--- src/rtl/dafir_pkg.sv ---
package dafir_pkg;

  // Sum of coefficients selected by a table address:
  // bit 0 = outer-pair sum bit, bit 1 = inner-pair sum bit, bit 2 = centre tap bit
  function automatic int da_entry(input logic [2:0] sel, input int c_out,
                                  input int c_in, input int c_mid);
    int acc;
    acc = 0;
    if (sel[0]) acc = acc + c_out;
    if (sel[1]) acc = acc + c_in;
    if (sel[2]) acc = acc + c_mid;
    return acc;
  endfunction

endpackage

--- src/rtl/dafir_rst_sync.sv ---
module dafir_rst_sync (
  input  logic clk,
  input  logic rst_n,
  output logic rst_n_sync
);
  logic [1:0] stage_q;

  always_ff @(posedge clk or negedge rst_n) begin
    if (!rst_n) stage_q <= 2'b00;
    else        stage_q <= {stage_q[0], 1'b1};
  end

  assign rst_n_sync = stage_q[1];
endmodule

--- src/rtl/dafir_front.sv ---
module dafir_front #(
  parameter int DATA_W  = 12,
  parameter int FRAME_W = 14,
  parameter int TAPS    = 5
) (
  input  logic              clk,
  input  logic              rst_n,
  input  logic              frame_end,
  input  logic              smp_stb,
  input  logic [DATA_W-1:0] smp_data,
  output logic [TAPS-1:0]   tap_lsb
);
  localparam int PAD_W = FRAME_W - DATA_W;

  logic [DATA_W-1:0]             hold_q, hold_d;
  logic                          hold_v_q, hold_v_d;
  logic                          hold_en;
  logic [DATA_W-1:0]             next_smp;
  logic [FRAME_W-1:0]            ser_q, ser_d;
  logic [TAPS-1:0][FRAME_W-1:0]  tap_q, tap_d;

  // capture: last strobe in a frame wins; a boundary strobe is forwarded
  always_comb begin
    next_smp = smp_stb ? smp_data : (hold_v_q ? hold_q : '0);
    hold_en  = smp_stb && !frame_end;
    hold_d   = smp_data;
    hold_v_d = hold_v_q;
    if (frame_end)    hold_v_d = 1'b0;
    else if (smp_stb) hold_v_d = 1'b1;
  end

  // serializer: parallel load with sign-extension padding, then shift right
  always_comb begin
    if (frame_end) ser_d = {{PAD_W{next_smp[DATA_W-1]}}, next_smp};
    else           ser_d = {1'b0, ser_q[FRAME_W-1:1]};
  end

  // tap chain: each register takes the previous one's LSB into its MSB
  always_comb begin
    for (int t = 0; t < TAPS; t++) begin
      if (t == 0) tap_d[t] = {ser_q[0], tap_q[t][FRAME_W-1:1]};
      else        tap_d[t] = {tap_q[t-1][0], tap_q[t][FRAME_W-1:1]};
    end
  end

  always_ff @(posedge clk or negedge rst_n) begin
    if (!rst_n) begin
      hold_q   <= '0;
      hold_v_q <= 1'b0;
      ser_q    <= '0;
      tap_q    <= '0;
    end else begin
      if (hold_en) hold_q <= hold_d;
      hold_v_q <= hold_v_d;
      ser_q    <= ser_d;
      tap_q    <= tap_d;
    end
  end

  for (genvar t = 0; t < TAPS; t++) begin : g_lsb
    assign tap_lsb[t] = tap_q[t][0];
  end

  // the bits above the data MSB are copies of the sign after a load
  p_pad_sign_r4: assert property (@(posedge clk) disable iff (!rst_n)
    frame_end |=> ((ser_q[FRAME_W-1:DATA_W-1] == '0) || (ser_q[FRAME_W-1:DATA_W-1] == '1)));

  // a frame without any strobe loads a zero sample
  p_idle_zero_r8: assert property (@(posedge clk) disable iff (!rst_n)
    (frame_end && !smp_stb && !hold_v_q) |=> (ser_q == '0));

  // a later strobe in the same frame replaces the held sample
  p_last_wins_r7: assert property (@(posedge clk) disable iff (!rst_n)
    (smp_stb && !frame_end) |=> (hold_v_q && hold_q == $past(smp_data)));
endmodule

--- src/rtl/dafir_sadd.sv ---
module dafir_sadd (
  input  logic clk,
  input  logic rst_n,
  input  logic first,
  input  logic a,
  input  logic b,
  output logic sum
);
  logic cy_q, cy_d, cin;

  always_comb begin
    cin  = first ? 1'b0 : cy_q;
    sum  = a ^ b ^ cin;
    cy_d = (a & b) | (a & cin) | (b & cin);
  end

  always_ff @(posedge clk or negedge rst_n) begin
    if (!rst_n) cy_q <= 1'b0;
    else        cy_q <= cy_d;
  end

  // the first bit-cycle of a frame ignores the carry left over
  p_first_nocarry_r9: assert property (@(posedge clk) disable iff (!rst_n)
    first |-> (sum == (a ^ b)));
endmodule

--- src/rtl/dafir_rom.sv ---
module dafir_rom #(
  parameter int TBL_W    = 10,
  parameter int C_OUTER  = -9,
  parameter int C_INNER  = 37,
  parameter int C_CENTER = 100
) (
  input  logic [2:0]       addr,
  output logic [TBL_W-1:0] data
);
  localparam int NENT = 8;

  logic [NENT-1:0][TBL_W-1:0] ent;

  for (genvar e = 0; e < NENT; e++) begin : g_ent
    assign ent[e] = TBL_W'(dafir_pkg::da_entry(3'(e), C_OUTER, C_INNER, C_CENTER));
  end

  assign data = ent[addr];
endmodule

--- src/rtl/dafir_acc.sv ---
module dafir_acc #(
  parameter int TBL_W   = 10,
  parameter int FRAME_W = 14,
  parameter int OUT_W   = 22
) (
  input  logic             clk,
  input  logic             rst_n,
  input  logic             last,
  input  logic [TBL_W-1:0] tbl,
  output logic [OUT_W-1:0] res_data,
  output logic             res_valid
);
  localparam int ACC_W = TBL_W + FRAME_W + 1;

  logic signed [ACC_W-1:0] tbl_sx, tbl_w, acc_half, acc_sum, acc_q, acc_d;
  logic [OUT_W-1:0]        res_q, res_d;
  logic                    vld_q;

  always_comb begin
    tbl_sx   = {{(ACC_W-TBL_W){tbl[TBL_W-1]}}, tbl};
    tbl_w    = tbl_sx <<< (FRAME_W-1);
    acc_half = acc_q >>> 1;
    acc_sum  = last ? (acc_half - tbl_w) : (acc_half + tbl_w);
    acc_d    = last ? '0 : acc_sum;
    res_d    = acc_sum[OUT_W-1:0];
  end

  always_ff @(posedge clk or negedge rst_n) begin
    if (!rst_n) begin
      acc_q <= '0;
      res_q <= '0;
      vld_q <= 1'b0;
    end else begin
      acc_q <= acc_d;
      if (last) res_q <= res_d;
      vld_q <= last;
    end
  end

  assign res_data  = res_q;
  assign res_valid = vld_q;

  // the accumulator starts every frame from zero
  p_acc_clear_r3: assert property (@(posedge clk) disable iff (!rst_n)
    last |=> (acc_q == '0));

  // the result only moves at a frame end
  p_res_hold_r5: assert property (@(posedge clk) disable iff (!rst_n)
    !last |=> $stable(res_q));
endmodule

--- src/rtl/da_sym_fir.sv ---
module da_sym_fir #(
  parameter int DATA_W   = 12,
  parameter int PAD_W    = 2,
  parameter int COEF_W   = 8,
  parameter int C_OUTER  = -9,
  parameter int C_INNER  = 37,
  parameter int C_CENTER = 100
) (
  input  logic                       clk,
  input  logic                       rst_n,
  input  logic                       smp_stb,
  input  logic [DATA_W-1:0]          smp_data,
  output logic [DATA_W+COEF_W+1:0]   res_data,
  output logic                       res_valid
);
  localparam int TAPS    = 5;
  localparam int NPAIR   = 2;
  localparam int FRAME_W = DATA_W + PAD_W;
  localparam int CNT_W   = $clog2(FRAME_W);
  localparam int TBL_W   = COEF_W + 2;
  localparam int OUT_W   = DATA_W + COEF_W + 2;

  logic             rst_n_s;
  logic [CNT_W-1:0] bcnt_q, bcnt_d;
  logic             frame_end, frame_first;
  logic [TAPS-1:0]  tap_lsb;
  logic [NPAIR-1:0] pair_sum;
  logic [2:0]       tbl_addr;
  logic [TBL_W-1:0] tbl_data;

  dafir_rst_sync u_rst (
    .clk        (clk),
    .rst_n      (rst_n),
    .rst_n_sync (rst_n_s)
  );

  // bit-cycle counter
  always_comb begin
    frame_end   = (bcnt_q == CNT_W'(FRAME_W-1));
    frame_first = (bcnt_q == '0);
    bcnt_d      = frame_end ? '0 : bcnt_q + 1'b1;
  end

  always_ff @(posedge clk or negedge rst_n_s) begin
    if (!rst_n_s) bcnt_q <= '0;
    else          bcnt_q <= bcnt_d;
  end

  dafir_front #(.DATA_W(DATA_W), .FRAME_W(FRAME_W), .TAPS(TAPS)) u_front (
    .clk       (clk),
    .rst_n     (rst_n_s),
    .frame_end (frame_end),
    .smp_stb   (smp_stb),
    .smp_data  (smp_data),
    .tap_lsb   (tap_lsb)
  );

  // pre-adders on mirrored tap pairs
  for (genvar p = 0; p < NPAIR; p++) begin : g_pair
    dafir_sadd u_sadd (
      .clk   (clk),
      .rst_n (rst_n_s),
      .first (frame_first),
      .a     (tap_lsb[p]),
      .b     (tap_lsb[TAPS-1-p]),
      .sum   (pair_sum[p])
    );
  end

  assign tbl_addr = {tap_lsb[NPAIR], pair_sum[1], pair_sum[0]};

  dafir_rom #(.TBL_W(TBL_W), .C_OUTER(C_OUTER), .C_INNER(C_INNER),
              .C_CENTER(C_CENTER)) u_rom (
    .addr (tbl_addr),
    .data (tbl_data)
  );

  dafir_acc #(.TBL_W(TBL_W), .FRAME_W(FRAME_W), .OUT_W(OUT_W)) u_acc (
    .clk       (clk),
    .rst_n     (rst_n_s),
    .last      (frame_end),
    .tbl       (tbl_data),
    .res_data  (res_data),
    .res_valid (res_valid)
  );

  // the counter wraps after the last bit-cycle
  p_frame_wrap_r2: assert property (@(posedge clk) disable iff (!rst_n_s)
    frame_end |=> (bcnt_q == '0));

  // a result pulse lines up with the first bit-cycle of the next frame
  p_valid_align_r2: assert property (@(posedge clk) disable iff (!rst_n_s)
    res_valid |-> frame_first);

  // the pulse lasts one clock
  p_valid_single_r2: assert property (@(posedge clk) disable iff (!rst_n_s)
    res_valid |=> !res_valid);
endmodule

--- config.mk ---
export PLATFORM = sky130hd
export DESIGN_NAME = da_sym_fir
export DESIGN_NICKNAME = d
export VERILOG_FILES = /design/src/rtl/dafir_pkg.sv /design/src/rtl/dafir_rst_sync.sv /design/src/rtl/dafir_front.sv /design/src/rtl/dafir_sadd.sv /design/src/rtl/dafir_rom.sv /design/src/rtl/dafir_acc.sv /design/src/rtl/da_sym_fir.sv
export SDC_FILE = /design/constraint.sdc
export NUM_CORES = 1
export LEC_CHECK = 0
export BUFFER_PORTS_ARGS = -buffer_cell sky130_fd_sc_hd__buf_2
export CORE_MARGIN = 2
export CORE_UTILIZATION = 60
export DETAILED_ROUTE_END_ITERATION = 7
export PLACE_DENSITY = 0.76
export SYNTH_ARGS = -nofsm -noshare
export SYNTH_HDL_FRONTEND = slang
export SYNTH_SLANG_ARGS = --single-unit
--- constraint.sdc ---
create_clock -name clk -period 10.3 [get_ports clk]
set_input_delay 0.515 -clock clk [delete_from_list [all_inputs] [get_ports clk]]
set_output_delay 0.515 -clock clk [all_outputs]
set_load 0.005 [all_outputs]
Word level (Yosys, flattened, before mapping)
Memory sizes are Yosys's and may differ from the RTL's.
Cells that the tools add are included.

word-level totals
  input port bits = 15
  word-level logic and storage cells = 50
  memories = 1
  bits in read-only memories = 80
  bits in registers = 153

memories
  name             depth  bits a word  read ports  clocked after memory_dff  wr ports  line             RTL
  (no name shown)  8      10           1           0                         0         dafir_rom.sv:18  assign data = ent[addr];

cells by class
  equality and inequality tests = 1
  magnitude comparators = 1
  mux-type cells = 11
  reductions and logical operators = 4
  bitwise gates (word level) = 14
  $add $sub $neg = 3

operators by type and width
  cell                                                         count
  two-way mux 25 bit                                           2
  adder 24 x 23 -> 25 bit                                      1
  subtractor 24 x 23 -> 25 bit                                 1
  two-way mux 12 bit                                           2
  two-way mux 14 bit                                           1
  two-way mux 10 bit                                           1
  AND 1 bit                                                    6
  adder 4 x 1 -> 4 bit (second input constant)                 1
  equality test 4 bit (second input constant)                  1
  logical NOT 4 bit                                            1
  less-than comparator 3 x 4 -> 1 bit (second input constant)  1
  two-way mux 1 bit                                            4
  two-way mux 4 bit                                            1
  bitwise OR 1 bit                                             4
  XOR 1 bit                                                    4
  nonzero test 2 bit                                           1
  logical AND 1 bit                                            1
  logical NOT 1 bit                                            1

Depth between registers and ports, before layout
Gate-level depths: netlist of run 1.

  word-level depth = 8
  mapped depth = 20
  mapped depth without buffers = 19

Cells and area by module
A second synthesis of run 1 with hierarchy kept.

second synthesis, totals
  cell total of the unflattened synthesis = 432
  area, all modules = 5,808.1 sq um

modules (own cells, without submodules)
  module          times used  cells an instance  area an instance (sq um)  seq. area each (sq um)
  dafir_front     1           174                2,961.6                   2,427.3
  dafir_acc       1           208                2,327.2                   1,176.1
  da_sym_fir      1           15                 178.9                     100.1
  dafir_rom       1           18                 153.9                     0.0
  dafir_sadd      2           7                  66.3                      25.0
  dafir_rst_sync  1           3                  53.8                      50.0

Worst setup path after synthesis of run 1
No wires, ideal clock.

  kind = register to register
  from = reg bcnt_q[0]
  to = reg u_acc.acc_q[24]
  path slack = 6.429 ns
  clock period less this slack = 3.871 ns
  cell stages (with the launch flop) = 19
  arrival = 3.750 ns
  cell sequence = dfrtp_1 > buf_2 > nor4_1 > nor2b_1 > fa_1 > inv_1 > ha_1 > nor3_1 > a21oi_1 > or2_1 > nand2_1 > xnor2_1 > ha_1 > a21o_1 > nor3_2 > a21oi_2 > a211oi_2 > xor2_1 > nor2_1

on the way
  cells in the longest elaborated chain, start to end = 8
  elaborated cells on any way between the ends = 12
  those cells by class = add/sub: 2; eq/ne: 1; mux: 5; bitwise: 2; reduce/logical: 1; memory: 1

RTL lines
  element                                                                  line              RTL
  start: declaration                                                       da_sym_fir.sv:24  logic [CNT_W-1:0] bcnt_q, bcnt_d;
  start signal: assignment                                                 da_sym_fir.sv:46  else bcnt_q <= bcnt_d;
  logical NOT 4 bit                                                        da_sym_fir.sv:40  frame_first = (bcnt_q == '0);
  two-way mux 1 bit                                                        dafir_sadd.sv:12  cin = first ? 1'b0 : cy_q;
  XOR 1 bit                                                                dafir_sadd.sv:13  sum = a ^ b ^ cin;
  memory (8 x 10 bit)                                                      --
  two-way mux 10 bit (not written as such)                                 dafir_rom.sv:18
  adder 24 x 23 -> 25 bit or subtractor 24 x 23 -> 25 bit (tied branches)  dafir_acc.sv:23   acc_sum = last ? (acc_half - tbl_w) : (acc_half + tbl_w);
  two-way mux 25 bit                                                       dafir_acc.sv:23
  two-way mux 25 bit *                                                     dafir_acc.sv:24   acc_d = last ? '0 : acc_sum;
  via u_acc.acc_d[24]                                                      dafir_acc.sv:15   logic signed [ACC_W-1:0] tbl_sx, tbl_w, acc_half, acc_sum, acc_q, acc_d;
  end signal: assignment                                                   dafir_acc.sv:30   acc_q <= '0;
  end signal: assignment                                                   dafir_acc.sv:34   acc_q <= acc_d;
  end: declaration                                                         dafir_acc.sv:15

The timed path passes the listed nets; every way through them passes the cells marked *. The select of a mux whose other input is x is not followed.
A chain may end at the register's enable or synchronous reset.

Worst setup path after layout of run 1
Ends and elaborated chain as after synthesis.

==> results of run 1 <==
==> layout by cell type (no fill, tap or decap), drive strengths merged, types with 2 or more instances in the layout <==
cell type,synthesis,routed
fa,3,3
nand2b,2,2
nor3,3,3
nor2,24,24
o21ai,34,34
inv,9,19
buf,9,40
ha,17,17
xor2,8,8
xnor2,7,7
o21a,2,2
a22oi,11,11
a21oi,17,17
o21bai,2,2
and2,13,13
nand2,75,75
o211ai,4,4
clkbuf,9,17
a21o,4,4
and2b,2,2
dfrtp,152,152
mux2,13,13
o31ai,2,2
nor2b,6,6
clkinvlp,0,3
==> registers in the layout, summed over array words and instances, names as in the netlist <==
signal,cells
u_front.ser_q,14
u_front.hold_q,12
bcnt_q,4
g_pair.u_sadd.cy_q,2
u_front.tap_d,65
u_acc.res_valid,1
u_rst.stage_q,2
u_front.tap_lsb,5
u_acc.acc_q,24
u_front.hold_v_q,1
u_acc.res_data,22
==> routing by layer <==
layer | global-route usage (%) | part of all wire [%] | wire length, um | vias up
met2 | 34.5 | 49 | 4970 | 77
met3 | 5.20 | 4.0 | 401 | 13
li1 | - | - | - | 1549
met1 | 31.7 | 46 | 4620 | 1666
met5 | 0 | 0 | 0 | -
met4 | 7.80 | 1.4 | 139 | 0
==> critical path, cell delays in order (launching register included) <==
cell and delay (ns):
dfrtp_1 0.48, nor4_1 0.41, nor2b_1 0.11, fa_1 0.66
inv_1 0.12, ha_1 0.36, nor3_1 0.19, a21oi_1 0.07
or2_1 0.28, nand2_1 0.09, xnor2_1 0.14, ha_1 0.31
a21o_1 0.24, a21oi_1 0.18, a21oi_2 0.08, a211oi_2 0.23
xor2_1 0.17, nor2_1 0.06
==> power groups by stage <==
stage	logic, uW	registers (uW)	clock network, uW
6_report	401	751	591
5_1_grt	452	762	629
4_1_cts	402	752	601
3_5_place_dp	388	760	0
3_3_place_gp	372	757	0
2_1_floorplan	263	761	0
==> kinds of logic after synthesis <==
family | Yosys count | synth area share, %
buffers and inverters | 27 | 2.16
muxes | 13 | 2.61
AOI/OAI and AO/OA | 80 | 9.08
xor gates and xnor gates | 15 | 2.34
DFF | 152 | 67.8
other | 1 | 0.0669
adders and majority gates | 20 | 4.86
and+or+nand+nor | 132 | 11.0
==> cell type report <==
cell class | instances | share of cell area (%)
Sequential cell | 152 | 59.0
Clock inverter | 15 | 2.36
Inverter | 9 | 0.523
Multi-Input combinational cell | 261 | 26.2
Tap cell | 111 | 2.15
Timing Repair Buffer | 41 | 3.37
Clock buffer | 17 | 6.41
==> final timing paths <==
kind / to / start / depth (start not counted) / slack [ns]
min in group asynchronous: u_front.tap_d[53] / u_rst.stage_q[1] / 0 / 0.26
max in group asynchronous: u_front.ser_q[10] / u_rst.stage_q[1] / 1 / 8.97
max: u_acc.acc_q[24] / bcnt_q[0] / 17 / 5.96
max reg2reg: u_acc.acc_q[24] / bcnt_q[0] / 17 / 5.96
min: u_front.hold_q[10] / smp_data[10] / 2 / 0.24
min reg2reg: u_front.tap_d[53] / u_rst.stage_q[1] / 0 / 0.26
==> metrics by stage <==
step	setup WS, ns	cells	cell area (um2)	hold WS [ns]	util, %
global route	5.67	606	6460	0.218	70.5
detailed placement	6.06	573	5880	0.279	64.2
CTS	5.98	606	6460	0.217	70.5
floorplan	5.75	440	5610	0.219	-
global placement	6.21	573	5880	0.274	64.2
finish	5.96	606	6460	0.236	70.5
==> what timing repair did <==
action / 4_1_cts / 5_1_grt
hold endpoints to repair: 2 / 0
buffers inserted: 0 / 0
hold buffers: 1 / 0
==> key figures, run 1 <==
Yosys
  • Ys Warns: 0
  • Post-synth EDFFs: 0
  • Top-area cell type share of the netlist area: 67.8%
  • Syn nets: 475
  • Ys flop type: dfrtp_1
  • Synth top area cells: dfrtp_1 68%, nand2_1 5.0%, ha_1 3.8%, mux2_1 2.4%, o21ai_1 2.1%
  • Syn Inst Count: 440
  • Most frequent cell after synthesis: dfrtp_1
  • Largest area contributor in the netlist: dfrtp_1
  • Commonest cells in the netlist: 152 x dfrtp_1, 75 x nand2_1, 24 x o21ai_1, 23 x nor2_1, 17 x ha_1
  • Seq/Total Area, Yosys: 67.8%
  • Synthesis-stage register bit count: 152
  • Netlist cell types: 46
  • Synth Cell Area: 5610 um2
  • Synth async-reset ratio: 100%
  • Mapped Avg Cell Area: 12.7 um2

Final layout
  • Fin nets: 517
  • Area of the multi-input gates: 1690 um2
  • Fill cells: 615
  • Area Growth Syn to Fin: 15.1%
  • Layout cells sized above 1: 17.6%
  • # diodes: 0
  • Register Area: 3810 um2

Floorplanning
  • Area of the die: 10100 um2
  • Starting Density: 61.3%
  • FP Rows: 35
  • Die Height: 101 um
  • Die Wd: 101 um
  • I/O pin count: 38
  • Core box area: 9150 um2

Clocking
  • CTS tree: built
  • Root buffer cell: clkbuf_8
  • H-tree Lvls: 4
  • Number of CTS-inserted buffers: 17
  • Clock latency on the worst-skew pair: 0.50 ns
  • Worst-case clock buffer depth: 2
  • Clock sinks: 152
  • Worst-path clk slew: 0.07 ns
  • Number of gates resized after CTS: 0

Worst setup path
  • CP Class: register to register
  • Endpoint class of the critical path: register
  • CP Data Arrival Time: 4.70 ns
  • Critical path required time: 10.66 ns
  • Max Fanout on Critical Path: 7
  • Critical path startpoint category: register

Timing
  • Fin. Hold Viols: 0
  • # setup viols final: 0
  • Fmax: 0.230 GHz
  • Setup TNS: 0 ns
  • Final cycle utilization of the critical path: 42.1%
  • Fin Clk Skew: 0.0101 ns
  • Fin. max-slew vios: 0
  • Relative slew margins: 44.7%
  • Tightest Pin Transition: 0.828 ns
  • Fin crit period: 4.34 ns
  • RSZ-0062 raised after global routing: no

Route
  • Antenna viol nets, final: 0
  • Drt wl/cell: 16.7 um
  • DR vias: 3305
  • Via/cell ratio: 5.45
  • DRC Markers: 0
  • DRT Pass-1 Iters: 4
  • Post-Route WL: 10100 um
  • DRT iter0 DRCs: 164

GRT
  • First-pass GRT wire length: 17000 um
  • Global Route Usage Sum: 22.4%
  • Vias in the first global route: 3365
  • Largest net degree at the start of global routing: 80
  • GR Overflow Total: 0
  • Antenna violations before repair: 0

Power
  • Max IR drop VDD: 0.162 mV
  • P per Cell Area: 270 nW/um2
  • Flop pwr share: 43.1%
  • Net Sw Frac: 31.1%
  • Comb power frac: 23.0%
  • Psw: 542 uW
  • Clk pwr share: 33.9%
  • P_leak: 0.00320 uW
  • Pint: 1200 uW
  • Final total power: 1740 uW

Flow run
  • Max-cap viol count: 0

Place
  • Placer Congestion: 0.825
  • Dpl hpwl: 5870 um
  • IO buf count: 37

Run status
  • Status: finished, final reports clean

Worst hold path
  • Worst min-delay path class: input pin to register
Note: power is estimated with default switching activity, not from simulation.
==> run 2, diff against run 1 <==
--- a/config.mk
+++ b/config.mk
@@ -5,11 +5,12 @@
 export SDC_FILE = /design/constraint.sdc
 export NUM_CORES = 1
 export LEC_CHECK = 0
+export ABC_AREA = 1
 export BUFFER_PORTS_ARGS = -buffer_cell sky130_fd_sc_hd__buf_2
 export CORE_MARGIN = 2
-export CORE_UTILIZATION = 60
+export CORE_UTILIZATION = 59
 export DETAILED_ROUTE_END_ITERATION = 7
-export PLACE_DENSITY = 0.76
+export PLACE_DENSITY = 0.75
 export SYNTH_ARGS = -nofsm -noshare
 export SYNTH_HDL_FRONTEND = slang
 export SYNTH_SLANG_ARGS = --single-unit
==> constraint.sdc (replaced) <==
create_clock -name clk -period 4.35 [get_ports clk]
set_input_delay 0.2175 -clock clk [delete_from_list [all_inputs] [get_ports clk]]
set_output_delay 0.2175 -clock clk [all_outputs]
set_load 0.005 [all_outputs]
==> run 2 against run 1 <==
- sequential share of layout area is 1.8 points lower
- highest routed layer unchanged
- largest power group unchanged
- sequential cell count stayed put
- count of clock-buffer cells in the layout stayed put
==> key figures, run 2 <==
Route
  • Via/cell ratio: 5.11 (-6.2%)
  • Post-Route WL: 10100 um (-0.63%)
  • DRT Pass-1 Iters: 5 (+1)
  • DR vias: 3560 (+7.7%)
  • Drt wl/cell: 14.5 um (-13%)
  • Antenna viol nets, final: 0 (unchanged)
  • DRT iter0 DRCs: 149 (-9.1%)
  • DRC Markers: 0 (unchanged)

Clocking
  • Number of CTS-inserted buffers: 17 (unchanged)
  • Clock sinks: 152 (unchanged)
  • Clock latency on the worst-skew pair: 0.54 ns (+0.04 ns)
  • Worst-case clock buffer depth: 2 (unchanged)
  • H-tree Lvls: 4 (unchanged)
  • Worst-path clk slew: 0.07 ns (about the same)
  • Post-CTS setup buffer count: 0 (unchanged)
  • Root buffer cell: clkbuf_8
  • CTS tree: built

Final layout
  • Fin nets: 589 (+14%)
  • Most frequent cells in the layout: 151 x dfrtp_1, 93 x nand2_1, 53 x nor2_1, 40 x inv_1, 37 x buf_2
  • Area Growth Syn to Fin: 18.3%
  • Layout cells sized above 1: 15.7% (-1.9 points)
  • Max FFs per register: 65 (unchanged)
  • Fill cells: 622 (+1.1%)
  • # diodes: 0 (unchanged)
  • Commonest non-fill, non-tap cell in the layout: dfrtp_1

Yosys
  • Seq/Total Area, Yosys: 67.5% (-0.29 points)
  • Synthesis-stage register bit count: 152 (unchanged)
  • Top-area cell type share of the netlist area: 67.5% (-0.29 points)
  • Syn Inst Count: 498 (+13%)
  • Most frequent cell after synthesis: dfrtp_1
  • Ys flop type: dfrtp_1
  • Main combinational cell family by area after synthesis: simple AND/OR/NAND/NOR gates
  • Syn nets: 533 (+12%)
  • Synth Area in Compound Gates: 6.04% (-3.0 points)
  • Post-synth EDFFs: 0 (unchanged)
  • Synth Area in XOR/XNOR: 1.87% (-0.48 points)
  • Synth Cell Area: 5630 um2 (+0.42%)
  • Simple-Gate Fraction of Synth Area: 13.2% (+2.1 points)
  • Mux cell area share after synthesis: 2.20% (-0.41 points)
  • Mapped Avg Cell Area: 11.3 um2 (-11%)
  • Commonest cells in the netlist: 152 x dfrtp_1, 93 x nand2_1, 53 x nor2_1, 40 x inv_1, 31 x o21ai_0
  • Netlist cell types: 31 (-33%)
  • Synth top area cells: dfrtp_1 68%, nand2_1 6.2%, ha_1 3.8%, nor2_1 3.5%, o21ai_0 2.8%
  • Synth async-reset ratio: 100% (unchanged)
  • Ys Warns: 0 (unchanged)
  • Synth Area in Adders: 4.84% (-0.021 points)
  • Largest area contributor in the netlist: dfrtp_1

Place
  • Placer Congestion: 0.971 (+18%)
  • Post-place setup slack: 0.535 ns (-5.53 ns)
  • Dpl hpwl: 5750 um (-1.9%)
  • IO buf count: 37 (unchanged)

Timing
  • Relative slew margins: 48.6% (+4.0 points)
  • Setup TNS: 0 ns (unchanged)
  • Final WS setup: 0.458 ns (-5.50 ns)
  • Final cycle utilization of the critical path: 89.5% (+47 points)
  • Fmax: 0.257 GHz (+11%)
  • Fin crit period: 3.89 ns (-0.447 ns)
  • Fin Clk Skew: 0.00833 ns (-0.00179 ns)
  • Fin. max-slew vios: 0 (unchanged)
  • RSZ-0062 raised after global routing: no
  • # setup viols final: 0 (unchanged)
  • Tightest Pin Transition: 0.770 ns (-0.0579 ns)
  • Fin. Hold Viols: 0 (unchanged)
  • Hold slack: 0.0570 ns (-0.179 ns)

Worst setup path
  • Crit-path slowest cell: fa_1
  • CP Data Arrival Time: 4.31 ns (-0.39 ns)
  • Crit-path cells: nor2_1, a31oi_1, fa_1, inv_1, ha_1, ha_1, nor2_1, xor2_1, ha_1, a21oi_1, nand2_1, a21boi_1, o21ai_0, or2_1, nand3_1, nand2_1
  • Max Fanout on Critical Path: 6 (-1)
  • CP Class: register to register
  • Endpoint class of the critical path: register
  • Critical path startpoint category: register
  • Critical path required time: 4.77 ns (-5.89 ns)
  • Slowest stage delay, CP: 0.55 ns (-0.11 ns)
  • Critical Path Most Common Cell: ha_1

GRT
  • Global Route Usage Sum: 22.1% (-0.24 points)
  • Largest net degree at the start of global routing: 151 (+89%)
  • GR Overflow Total: 0 (unchanged)
  • Antenna violations before repair: 0 (unchanged)
  • First-pass GRT wire length: 17000 um (+0.12%)
  • Vias in the first global route: 3581 (+6.4%)

Worst hold path
  • Worst min-delay path class: input pin to register

Floorplanning
  • Die Wd: 102 um (+1.0%)
  • Area of the die: 10300 um2 (+2.0%)
  • I/O pin count: 38 (unchanged)
  • Die Height: 102 um (+1.0%)
  • Starting Density: 60.9% (-0.32 points)
  • FP Rows: 35 (unchanged)
  • Core box area: 9240 um2 (+0.96%)

Run status
  • Status: finished, final reports clean

Power
  • Max IR drop VDD: 0.347 mV (+110%)
  • P_leak: 0.00334 uW (+4.6%)
  • Final total power: 4060 uW (+130%)
  • P per Cell Area: 609 nW/um2 (+130%)

Flow run
  • Max-cap viol count: 0 (unchanged)
[run 2: changes by cell type after synthesis, sizes merged, moves of 3 or more]
cell | previous run | this run
a22oi | 11 | 0
a31oi | 1 | 13
inv | 9 | 42
a21o | 4 | 0
o211ai | 4 | 0
and2 | 13 | 0
nor2b | 6 | 0
nand2 | 75 | 94
nor2 | 24 | 54
buf | 9 | 6
a21oi | 17 | 12
nand3 | 1 | 27
[run 2: repair_timing]
action,in CTS,in global routing
hold endpoints to repair,25,0
gates resized for setup,0,0
hold buffers,14,0
[run 2: metal layers]
metal	vias to the layer above	share of wire, %	routed length, um	global-route usage [%]
met4	0	2.0	197	8.42
met1	1751	44	4460	29.0
met2	81	50	5010	34.7
met3	22	4.0	399	7.25
li1	1706	-	-	-
met5	-	0	0	0
[run 2: final timing paths]
| kind | startpoint | to | slack [ns] | cells after the start |
|---|---|---|---|---|
| worst max-delay path | bcnt_q[0] | u_acc.res_data[20] | 0.46 | 16 |
| worst min-delay path | smp_stb | u_front.ser_q[8] | 0.06 | 3 |
| worst max register to register | bcnt_q[0] | u_acc.res_data[20] | 0.46 | 16 |
| worst min register to register | u_front.tap_d[23] | u_front.tap_d[22] | 0.34 | 0 |
| max in group asynchronous | u_rst.stage_q[1] | u_acc.res_data[13] | 3.34 | 1 |
| min in group asynchronous | u_rst.stage_q[1] | u_front.tap_d[7] | 0.43 | 1 |
[run 2: logic make-up after synthesis]
logic type,Yosys count
AOI/OAI and AO/OA,62
muxes,11
adders and majority gates,20
other,1
buffers and inverters,59
DFF,152
and+or+nand+nor,181
xor gates and xnor gates,12
[run 2: worst max-delay path, delay by kind of cell, from the launching register on]
kind | cells | cell delay, ns
fa+ha+maj | 4 | 1.47
compound gates | 4 | 0.72
xor+xnor | 1 | 0.19
buf+inv | 1 | 0.12
flops | 1 | 0.41
simple gates | 6 | 0.89
[run 2: through the flow]
stage | util, % | std cells | cell area [um2]
3_5_place_dp | 64.2 | 650 | 5930
3_3_place_gp | 64.2 | 650 | 5930
4_1_cts | 72.1 | 696 | 6660
6_report | 72.1 | 696 | 6660
5_1_grt | 72.1 | 696 | 6660
2_1_floorplan | - | 498 | 5630
[run 2: area by class of cell]
class	count	area, um2	share of cell area [%]
Inverter	42	158	2.37
Sequential cell	152	3810	57.1
Clock buffer	17	414	6.21
Timing Repair Buffer	54	360	5.41
Clock inverter	15	175	2.63
Tap cell	129	161	2.42
Multi-Input combinational cell	287	1590	23.8
[run 2: power breakdown]
| part | internal, uW | switching [uW] |
|---|---|---|
| registers | 1640 | 105 |
| logic | 356 | 522 |
| clock network | 794 | 639 |
| total | 2790 | 1270 |
